`src/rtl/rab_pkg.sv`:
```
package rab_pkg;
  typedef enum logic [1:0] {
    ST_IDLE,
    ST_WAIT,
    ST_HOLD,
    ST_DONE
  } rab_state_e;

  typedef enum logic {
    CMD_READ,
    CMD_WRITE
  } rab_cmd_e;
endpackage

```
`src/rtl/rab_sync.sv`:
```
module rab_sync #(
  parameter int          W       = 3,
  parameter logic [W-1:0] RST_VAL = '1
) (
  input  logic         clk,
  input  logic         rst_n,
  input  logic [W-1:0] d_i,
  output logic [W-1:0] q_o
);
  for (genvar g = 0; g < W; g++) begin : g_bit
    logic [1:0] stg;
    always_ff @(posedge clk or negedge rst_n) begin
      if (!rst_n) stg <= {2{RST_VAL[g]}};
      else        stg <= {stg[0], d_i[g]};
    end
    assign q_o[g] = stg[1];
  end
endmodule

```
`src/rtl/rab_ctrl.sv`:
```
module rab_ctrl
  import rab_pkg::*;
#(
  parameter int LATENCY = 3
) (
  input  logic clk,
  input  logic rst_n,
  input  logic cs_act_i,
  input  logic rd_act_i,
  input  logic wr_act_i,
  output logic start_o,
  output logic complete_o,
  output logic is_read_o,
  output logic we_o,
  output logic rdy_n_o,
  output logic rdy_oe_o,
  output logic dout_oe_o
);
  localparam int CNT_W = (LATENCY > 1) ? $clog2(LATENCY) : 1;
  localparam logic [CNT_W-1:0] LAST = CNT_W'(LATENCY - 1);

  rab_state_e       state;
  rab_cmd_e         cmd;
  logic [CNT_W-1:0] cnt;
  logic             strobe;

  assign strobe     = rd_act_i | wr_act_i;
  assign start_o    = ((state == ST_IDLE) || (state == ST_DONE)) && cs_act_i && strobe;
  assign complete_o = (state == ST_WAIT) && (cnt == LAST);
  assign is_read_o  = (cmd == CMD_READ);
  assign we_o       = complete_o && (cmd == CMD_WRITE);

  always_ff @(posedge clk or negedge rst_n) begin
    if (!rst_n) begin
      state     <= ST_IDLE;
      cmd       <= CMD_READ;
      cnt       <= '0;
      rdy_n_o   <= 1'b1;
      rdy_oe_o  <= 1'b0;
      dout_oe_o <= 1'b0;
    end else begin
      unique case (state)
        ST_IDLE, ST_DONE: begin
          if (start_o) begin
            state    <= ST_WAIT;
            cnt      <= '0;
            cmd      <= rd_act_i ? CMD_READ : CMD_WRITE;
            rdy_oe_o <= 1'b1;
          end else if ((state == ST_DONE) && !cs_act_i) begin
            state    <= ST_IDLE;
            rdy_oe_o <= 1'b0;
          end
        end
        ST_WAIT: begin
          if (complete_o) begin
            state     <= ST_HOLD;
            rdy_n_o   <= 1'b0;
            dout_oe_o <= (cmd == CMD_READ);
          end else begin
            cnt <= cnt + 1'b1;
          end
        end
        ST_HOLD: begin
          if (!strobe) begin
            state     <= ST_DONE;
            rdy_n_o   <= 1'b1;
            dout_oe_o <= 1'b0;
          end
        end
        default: state <= ST_IDLE;
      endcase
    end
  end

  p_we_single_r3: assert property (@(posedge clk) disable iff (!rst_n)
    we_o |=> !we_o);
  p_ready_latency_r4: assert property (@(posedge clk) disable iff (!rst_n)
    $fell(rdy_n_o) |-> ($past(state) == ST_WAIT) && ($past(cnt) == LAST));
  p_dout_with_ready_r5: assert property (@(posedge clk) disable iff (!rst_n)
    dout_oe_o |-> (!rdy_n_o && rdy_oe_o && (cmd == CMD_READ)));
  p_ready_low_driven_r6: assert property (@(posedge clk) disable iff (!rst_n)
    !rdy_n_o |-> rdy_oe_o);
  p_release_needs_cs_r7: assert property (@(posedge clk) disable iff (!rst_n)
    $fell(rdy_oe_o) |-> $past(!cs_act_i));
  p_ignore_no_cs_r10: assert property (@(posedge clk) disable iff (!rst_n)
    ((state == ST_IDLE) && !cs_act_i) |=> ((state == ST_IDLE) && !rdy_oe_o));
endmodule

```
`src/rtl/rab_dpath.sv`:
```
module rab_dpath #(
  parameter int AW = 12,
  parameter int DW = 16
) (
  input  logic          clk,
  input  logic          rst_n,
  input  logic          start_i,
  input  logic          complete_i,
  input  logic          is_read_i,
  input  logic [AW-1:0] addr_i,
  input  logic [DW-1:0] wdata_i,
  input  logic [DW-1:0] rdata_i,
  output logic [AW-1:0] reg_addr_o,
  output logic [DW-1:0] reg_wdata_o,
  output logic [DW-1:0] dout_o
);
  always_ff @(posedge clk or negedge rst_n) begin
    if (!rst_n) begin
      reg_addr_o  <= '0;
      reg_wdata_o <= '0;
      dout_o      <= '0;
    end else begin
      if (start_i) begin
        reg_addr_o  <= addr_i;
        reg_wdata_o <= wdata_i;
      end
      if (complete_i && is_read_i) dout_o <= rdata_i;
    end
  end

  p_addr_hold_r2: assert property (@(posedge clk) disable iff (!rst_n)
    complete_i |=> $stable(reg_addr_o));
endmodule

```
`src/rtl/rab_slave.sv`:
```
module rab_slave #(
  parameter int AW      = 12,
  parameter int DW      = 16,
  parameter int LATENCY = 3
) (
  input  logic          clk,
  input  logic          rst_n,
  input  logic [AW-1:0] bus_addr_i,
  input  logic          bus_cs_n_i,
  input  logic          bus_rd_n_i,
  input  logic          bus_wr_n_i,
  input  logic [DW-1:0] bus_data_i,
  output logic [DW-1:0] bus_data_o,
  output logic          bus_data_oe_o,
  output logic          bus_rdy_n_o,
  output logic          bus_rdy_oe_o,
  output logic [AW-1:0] reg_addr_o,
  output logic          reg_we_o,
  output logic [DW-1:0] reg_wdata_o,
  input  logic [DW-1:0] reg_rdata_i
);
  logic [2:0] ctl_sync;
  logic       start, complete, is_read;

  rab_sync #(.W(3), .RST_VAL(3'b111)) u_sync (
    .clk   (clk),
    .rst_n (rst_n),
    .d_i   ({bus_cs_n_i, bus_rd_n_i, bus_wr_n_i}),
    .q_o   (ctl_sync)
  );

  rab_ctrl #(.LATENCY(LATENCY)) u_ctrl (
    .clk        (clk),
    .rst_n      (rst_n),
    .cs_act_i   (!ctl_sync[2]),
    .rd_act_i   (!ctl_sync[1]),
    .wr_act_i   (!ctl_sync[0]),
    .start_o    (start),
    .complete_o (complete),
    .is_read_o  (is_read),
    .we_o       (reg_we_o),
    .rdy_n_o    (bus_rdy_n_o),
    .rdy_oe_o   (bus_rdy_oe_o),
    .dout_oe_o  (bus_data_oe_o)
  );

  rab_dpath #(.AW(AW), .DW(DW)) u_dpath (
    .clk         (clk),
    .rst_n       (rst_n),
    .start_i     (start),
    .complete_i  (complete),
    .is_read_i   (is_read),
    .addr_i      (bus_addr_i),
    .wdata_i     (bus_data_i),
    .rdata_i     (reg_rdata_i),
    .reg_addr_o  (reg_addr_o),
    .reg_wdata_o (reg_wdata_o),
    .dout_o      (bus_data_o)
  );
endmodule

```
`config.mk`:
```
export PLATFORM = sky130hd
export DESIGN_NAME = rab_slave
export DESIGN_NICKNAME = d
export VERILOG_FILES = /design/src/rtl/rab_pkg.sv /design/src/rtl/rab_sync.sv /design/src/rtl/rab_ctrl.sv /design/src/rtl/rab_dpath.sv /design/src/rtl/rab_slave.sv
export SDC_FILE = /design/constraint.sdc
export NUM_CORES = 1
export LEC_CHECK = 0
export ABC_AREA = 1
export BUFFER_PORTS_ARGS = -buffer_cell sky130_fd_sc_hd__buf_4
export CAP_MARGIN = 20
export CELL_PAD_IN_SITES_DETAIL_PLACEMENT = 1
export CELL_PAD_IN_SITES_GLOBAL_PLACEMENT = 2
export CORE_UTILIZATION = 29
export CTS_CLUSTER_SIZE = 20
export DETAILED_ROUTE_END_ITERATION = 16
export PLACE_DENSITY = 0.8
export SYNTH_ARGS = -nofsm -noshare
export SYNTH_HDL_FRONTEND = slang
export SYNTH_SLANG_ARGS = --single-unit
```
`constraint.sdc`:
```
create_clock -name clk -period 2.3 [get_ports clk]
set_input_delay 0.46 -clock clk [delete_from_list [all_inputs] [get_ports clk]]
set_output_delay 0.46 -clock clk [all_outputs]
set_load 0.03 [all_outputs]
```
==> flow_metrics.env, run 1 <==
export IMPL_fin_ws_ns=0.442
export IMPL_holdBufCountCts=0
export IMPL_yosys_warnings=0
export IMPL_cts_sinks=58
export IMPL_cts_buffer_depth=2
export IMPL_port_buffers=96
export IMPL_r2r_end="u_ctrl.cnt[0]$_DFFE_PN0P_"
export IMPL_drive_above_1_share_pct=34.3
export IMPL_ff_latch_area_sq_mm=0.00146
export IMPL_cts_tree="built"
export IMPL_grt_ovfl_total=0
export IMPL_hold_viol_final=0
export IMPL_via_per_inst=4.19
export IMPL_critPathKind="reg -> reg"
export IMPL_slew_headroom_pct=51.7
export IMPL_layout_commonest_cell="buf_4"
export IMPL_drv_cap=0
export IMPL_yosysSeqAreaShare_pct=63.3
export IMPL_setup_viol=0
export IMPL_crit_arrival_ns=2.07
export IMPL_io_pins=97
export IMPL_worst_clock_skew_ns=0.00628
export IMPL_worst_pin_slew_ns=0.724
export IMPL_diodes=0
export IMPL_fill_cells=927
export IMPL_start_util_pct=29.8
export IMPL_synth_area_per_cell_sq_um=9.26
export IMPL_synth_seq_cells=58
export IMPL_dieHeight_um=91.2
export IMPL_start_kind="register"
export IMPL_multiInputGateArea_sq_um=594
export IMPL_dieArea_sq_mm=0.00831
export IMPL_rsz0062_at_grt="no"
export IMPL_cts_inserted_buffers=9
export IMPL_grt_use_total_pct=13.7
export IMPL_syn_area_sq_mm=0.00231
export IMPL_fmax_mhz=538
export IMPL_grt_max_degree=59
export IMPL_cts_clk_slew_worst_paths_ns=0.06
export IMPL_period_share_pct=80.8
export IMPL_synthToLayoutAreaGrowth_pct=44.5
export IMPL_min_delay_path_class="in -> async"
export IMPL_period_minus_slack_ns=1.86
export IMPL_r2r_start="u_ctrl.state[0]$_DFFE_PN0P_"
export IMPL_worstPathRequired_ns=2.51
export IMPL_dr_first_iter_drc_count=30
export IMPL_layout_common_cells="buf_4, nand2_1, inv_1"
export IMPL_ir_drop_uv=641
export IMPL_reg2reg_slack_ns=0.44
export IMPL_setup_tns_final_ns=0
export IMPL_pre_cts_slack_ns=0.418
export IMPL_rows=32
export IMPL_clock_latency_ns=0.33
export IMPL_ant_nets=0
export IMPL_yosys_cell_types_count=16
export IMPL_firstDrtPassIters=4
export IMPL_core_sq_mm=0.00773
export IMPL_cts_max_level=3
export IMPL_yosysTopAreaCellShare_pct=55.3
export IMPL_clock_root_buffer="clkbuf_8"
export IMPL_routabilityCongestion=0.664
export IMPL_status="finished, final reports clean"
export IMPL_synth_area_leaders="dfrtp_1, o21ai_0, nand2_1, inv_1, dfstp_2"
export IMPL_powerDensity_mw_per_mm2=1510
export IMPL_cts_resized=0
export IMPL_postSynthCellCount=249
export IMPL_num_vias=1907
export IMPL_synth_top_cell_by_area="dfrtp_1"
export IMPL_slew_violations=0
export IMPL_syn_num_nets=302
export IMPL_grt_pass1_vias=1965
export IMPL_nets=403
export IMPL_cts_setup_buffers=0
export IMPL_drc=0
export IMPL_antenna_found_initial=0
export IMPL_drt_wl_total_mm=5.30
export IMPL_grt_pass1_wl_mm=8.87
export IMPL_p_leak_nw=1.87
export IMPL_avgRoutedWirePerCell_um=11.7
export IMPL_r2r_cells=7
export IMPL_dpl_hpwl_mm=3.93
export IMPL_power_w=0.00503
export IMPL_crit_fanout=24
export IMPL_die_w_um=91.2
export IMPL_endpoint_kind="register"
## worst max path at each step
| stage | start | endpoint | cells after the start |
|---|---|---|---|
| 2_1_floorplan | u_ctrl.cnt[0]$_DFFE_PN0P_ | reg_we_o | 4 |
| 3_3_place_gp | u_ctrl.state[0]$_DFFE_PN0P_ | u_ctrl.cnt[1]$_DFFE_PN0P_ | 7 |
| 3_5_place_dp | u_ctrl.state[0]$_DFFE_PN0P_ | u_ctrl.cnt[0]$_DFFE_PN0P_ | 7 |
| 4_1_cts | u_ctrl.state[0]$_DFFE_PN0P_ | u_ctrl.cnt[0]$_DFFE_PN0P_ | 7 |
| 5_1_grt | u_ctrl.state[0]$_DFFE_PN0P_ | u_ctrl.cnt[0]$_DFFE_PN0P_ | 7 |
| 6_report | u_ctrl.state[0]$_DFFE_PN0P_ | u_ctrl.cnt[0]$_DFFE_PN0P_ | 7 |
## where the power goes
part / switching, W / leakage (nW) / total, W / internal, W
Sequential: 0.000259 / 0.694 / 0.00174 / 0.00148
Clock: 0.000373 / 0.101 / 0.000916 / 0.000543
Combinational: 0.00151 / 1.07 / 0.00237 / 0.000861
## cell type report
cell class                      count  area share [%]
Clock inverter                      3            1.20
Inverter                           54            6.08
Tap cell                          102            3.83
Clock buffer                       11            4.54
Multi-Input combinational cell    128            17.8
Sequential cell                    58            43.8
Timing Repair Buffer               99            22.7
## logic make-up after synthesis
| family | after synthesis | share of synthesized area, % |
|---|---|---|
| adder cells (fa/ha/maj) | 4 | 2.17 |
| buffers and inverters | 63 | 10.9 |
| AND/OR/NAND/NOR | 74 | 12.8 |
| AO/OA/AOI/OAI | 50 | 10.9 |
| flip-flops | 58 | 63.3 |
## critical path: stages, from the launching register on
cell and delay, ns:
dfrtp_1 0.40, inv_1 0.06, ha_1 0.36, nand3_2 0.40, nand2_1 0.28, nand3_1 0.13
nand2_1 0.08, nand2_1 0.04
## routing by layer
layer  part of all wire (%)  track usage [%]  up-vias  wire length [um]
li1                       -                -      952                 -
met1                     42             15.5      874              2230
met2                     45             21.2       66              2390
met3                     10             6.87       15               553
met4                    2.6             7.14        0               137
met5                      0                0        -                 0
## metrics by stage
step | utilization (%) | cell area, sq um | std cells | hold WS [ns]
after floorplan | - | 2310 | 249 | 0.164
after global placement | 40.6 | 3140 | 441 | 0.346
after detailed placement | 40.6 | 3140 | 441 | 0.347
after CTS | 43.1 | 3330 | 455 | 0.209
after global routing | 43.1 | 3330 | 455 | 0.223
final | 43.1 | 3330 | 455 | 0.183
## synthesized netlist by cell type
cell type	count
o21ai_0	47
ha_1	4
nand2_1	62
dfrtp_1	51
inv_1	54
o21ai_1	1
buf_6	1
clkbuf_1	2
clkbuf_2	1
a21oi_1	2
nand3_1	4
nand4_1	2
nand3_2	1
buf_2	5
dfstp_2	7
nor2_1	5
## registers in the layout (all words and copies together) (netlist names)
register and cells:
u_dpath.reg_wdata_o 16, u_dpath.reg_addr_o 12, u_ctrl.rdy_n_o 1, u_sync.g_bit.stg 6, u_ctrl.cmd 1, u_ctrl.cnt 2
u_ctrl.state 2, u_ctrl.dout_oe_o 1, u_ctrl.rdy_oe_o 1, u_dpath.dout_o 16
No activity file was read; power rests on OpenSTA's default activity.
==> inputs of run 2 (changes only) <==
--- a/config.mk
+++ b/config.mk
@@ -5,15 +5,15 @@
 export SDC_FILE = /design/constraint.sdc
 export NUM_CORES = 1
 export LEC_CHECK = 0
-export ABC_AREA = 1
+export ABC_AREA = 0
 export BUFFER_PORTS_ARGS = -buffer_cell sky130_fd_sc_hd__buf_4
 export CAP_MARGIN = 20
 export CELL_PAD_IN_SITES_DETAIL_PLACEMENT = 1
 export CELL_PAD_IN_SITES_GLOBAL_PLACEMENT = 2
-export CORE_UTILIZATION = 29
+export CORE_UTILIZATION = 30
 export CTS_CLUSTER_SIZE = 20
 export DETAILED_ROUTE_END_ITERATION = 16
-export PLACE_DENSITY = 0.8
+export PLACE_DENSITY = 0.74
 export SYNTH_ARGS = -nofsm -noshare
 export SYNTH_HDL_FRONTEND = slang
 export SYNTH_SLANG_ARGS = --single-unit
==> constraint.sdc (replaced) <==
create_clock -name clk -period 1.8 [get_ports clk]
set_input_delay 0.36 -clock clk [delete_from_list [all_inputs] [get_ports clk]]
set_output_delay 0.36 -clock clk [all_outputs]
set_load 0.03 [all_outputs]
==> run 2 against run 1 <==
  * Area after synthesis fell by 1.4%
  * Critical path depth fell by 3
  * Synthesized cell count fell by 41%
  * Design area rose by 2.8%
  * Non-clock buffer count rose by 7
  * First-iteration DRC count rose by 10%
  * Setup slack got worse by 0.35 ns
  * Combinational power rose by 30%
  * Final cell count fell by 20%
  * Count of clock-buffer cells in the layout rose by 2
  * Flip-flop and latch count did not move
==> flow_metrics.env, run 2 <==
export IMPL_synth_area_leaders="dfrtp_1, mux2_2, dfstp_2, ha_1, buf_6"
export IMPL_dpl_cell_area_sq_mm=0.00320
export IMPL_grt_use_met3_pct=6.37
export IMPL_pre_cts_slack_ns=0.0330
export IMPL_syn_num_nets=201
export IMPL_clock_root_buffer="clkbuf_8"
export IMPL_post_place_cells=348
export IMPL_setup_viol=0
export IMPL_nets=314
export IMPL_hold_viol_final=0
export IMPL_cts_inserted_buffers=9
export IMPL_synth_seq_cells=58
export IMPL_core_sq_mm=0.00729
export IMPL_grt_max_degree=32
export IMPL_layout_common_cells="buf_4, dfrtp_1, mux2_2"
export IMPL_synth_area_per_cell_sq_um=15.4
export IMPL_yosysTopAreaCellShare_pct=56.1
export IMPL_syn_area_sq_mm=0.00227
export IMPL_dpl_hpwl_mm=3.94
export IMPL_slew_headroom_pct=67.6
export IMPL_fmax_mhz=584
export IMPL_layoutNonFillerInstCount=365
export IMPL_yosysSeqAreaShare_pct=64.2
export IMPL_start_util_pct=31.2
export IMPL_crit_fanout=5
export IMPL_async_flop_share_pct=100
export IMPL_drv_cap=0
export IMPL_postSynthCellCount=148
export IMPL_drive_above_1_share_pct=66.5
export IMPL_cts_sinks=58
export IMPL_ir_drop_uv=919
export IMPL_via_per_inst=4.45
export IMPL_yosysMostFrequentCell="dfrtp_1"
export IMPL_endpoint_kind="output port"
export IMPL_drc=0
export IMPL_layout_commonest_cell="buf_4"
export IMPL_cts_buffer_depth=2
export IMPL_reg_top3="u_dpath.dout_o: 16 flops, u_dpath.reg_wdata_o: 16 flops, u_dpath.reg_addr_o: 12 flops"
export IMPL_r2r_start="u_ctrl.state[0]$_DFFE_PN0P_"
export IMPL_start_kind="register"
export IMPL_powerDensity_mw_per_mm2=1870
export IMPL_worst_hold_path_endpoint="u_sync.g_bit[0].stg[0]$_DFF_PN1_"
export IMPL_grt_util_met1_pct=17.1
export IMPL_rows=31
export IMPL_avgRoutedWirePerCell_um=14.2
export IMPL_cts_max_level=3
export IMPL_yosys_warnings=0
export IMPL_drt_wl_total_mm=5.18
export IMPL_r2r_end="u_dpath.reg_wdata_o[15]$_DFFE_PN0P_"
export IMPL_grt_ovfl_total=0
export IMPL_reg2reg_slack_ns=0.11
export IMPL_fin_ws_ns=0.0878
export IMPL_period_share_pct=95.1
export IMPL_p_leak_nw=1.63
export IMPL_grt_pass1_wl_mm=8.08
export IMPL_worst_clock_skew_ns=0.0118
export IMPL_grt_use_met2_pct=20.7
export IMPL_final_cell_area_sq_mm=0.00342
export IMPL_grt_pass1_vias=1729
export IMPL_setup_tns_final_ns=0
export IMPL_port_buffers=96
export IMPL_hold_path_depth=1
export IMPL_grt_use_total_pct=13.9
export IMPL_rsz0062_at_grt="no"
export IMPL_firstDrtPassIters=3
export IMPL_dieArea_sq_mm=0.00793
export IMPL_period_minus_slack_ns=1.71
export IMPL_critPathKind="reg -> out"
export IMPL_status="finished, final reports clean"
export IMPL_cts_clk_slew_worst_paths_ns=0.06
export IMPL_worstPathRequired_ns=1.44
export IMPL_ant_nets=0
export IMPL_dieHeight_um=89.1
export IMPL_worst_pin_slew_ns=0.484
export IMPL_slew_violations=0
export IMPL_cts_tree="built"
export IMPL_r2r_cells=6
export IMPL_grt_busiest_layer="met2"
export IMPL_synth_edf_count=0
export IMPL_synthToLayoutAreaGrowth_pct=50.5
export IMPL_yosys_cell_types_count=29
export IMPL_diodes=0
export IMPL_clock_latency_ns=0.33
export IMPL_die_w_um=89.1
export IMPL_synth_top_cell_by_area="dfrtp_1"
export IMPL_power_w=0.00640
export IMPL_num_vias=1626
export IMPL_synthFlopType="dfrtp_1"
export IMPL_min_delay_path_class="in -> reg"
export IMPL_dr_first_iter_drc_count=33
export IMPL_crit_arrival_ns=1.35
export IMPL_hold_start="bus_wr_n_i"
export IMPL_antenna_found_initial=0
export IMPL_io_pins=97
export IMPL_synth_commonest_cells="dfrtp_1, mux2_2, dfstp_2"
export IMPL_routabilityCongestion=0.745
run 2: changes by cell type after synthesis, moves of 2 or more:
cell / previous run / this run
a211oi_1: 0 / 2
o21ai_0: 47 / 3
clkbuf_1: 2 / 0
nand3_1: 4 / 1
buf_2: 5 / 2
nand2b_1: 0 / 2
inv_1: 54 / 4
nand4_1: 2 / 0
nor2_1: 5 / 3
nand2_1: 62 / 3
and2b_1: 0 / 2
mux2_2: 0 / 46
run 2: worst max path at each step:
stage,from,to,depth (start not counted)
after floorplan,u_ctrl.state[0]$_DFFE_PN0P_,u_dpath.reg_wdata_o[10]$_DFFE_PN0P_,7
after global placement,u_ctrl.state[0]$_DFFE_PN0P_,u_ctrl.dout_oe_o$_DFFE_PN0P_,5
after detailed placement,u_ctrl.state[0]$_DFFE_PN0P_,u_ctrl.dout_oe_o$_DFFE_PN0P_,5
after CTS,u_ctrl.state[0]$_DFFE_PN0P_,u_ctrl.dout_oe_o$_DFFE_PN0P_,5
after global routing,u_ctrl.cnt[0]$_DFFE_PN0P_,reg_we_o,4
final,u_ctrl.state[1]$_DFFE_PN0P_,reg_we_o,4
run 2: layer usage:
metal / vias up / share of wire (%)
met3: 8 / 8.6
met1: 821 / 40
met4: 0 / 1.3
met5: - / 0
met2: 49 / 50
li1: 748 / -
run 2: through the flow:
stage               utilization, %  hold slack [ns]
floorplan                        -           0.0644
CTS                           46.8            0.129
detailed placement            43.9            0.336
global placement              43.9            0.325
global route                  47.0            0.124
finish                        47.0            0.144
run 2: kinds of logic (layout without fill, tap and decap cells):
family                   count (synthesis)  count (layout)  share of synthesized area [%]
flip-flops                              58              58                           64.2
multiplexers                            47              47                           23.2
adder cells (fa/ha/maj)                  4               4                           2.20
AND/OR/NAND/NOR                         16              16                           3.80
buffers and inverters                    8             126                           2.09
AO/OA/AOI/OAI                           15              15                           4.51
run 2: final cells by class:
cell class / instances / area (sq um)
clock inverters: 3 / 40.0
well taps: 99 / 124
flip-flops and latches: 58 / 1460
fillers: 806 / 3870
multi-input cells: 82 / 777
inverters: 4 / 15.0
repair buffers: 106 / 848
clock buffers: 13 / 159
run 2: where the power goes:
group	switching, W	internal (W)	leakage, nW	total [W]
combinational	0.00167	0.00141	0.858	0.00308
sequential	0.000281	0.00185	0.670	0.00213
clock	0.000484	0.000711	0.103	0.00120
run 2: repair_timing:
| action | in CTS | in global routing |
|---|---|---|
| resized for setup | 0 | 4 |
| hold buffers | 1 | 0 |
| setup buffers | 0 | 0 |
| setup endpoints to repair | 0 | 21 |
| endpoints found under the hold margin | 22 | 0 |
run 2: critical path, stage by stage (launching register included):
cell     delay, ns
dfrtp_2       0.43
inv_1         0.07
ha_2          0.22
and3_1        0.16
buf_4         0.15
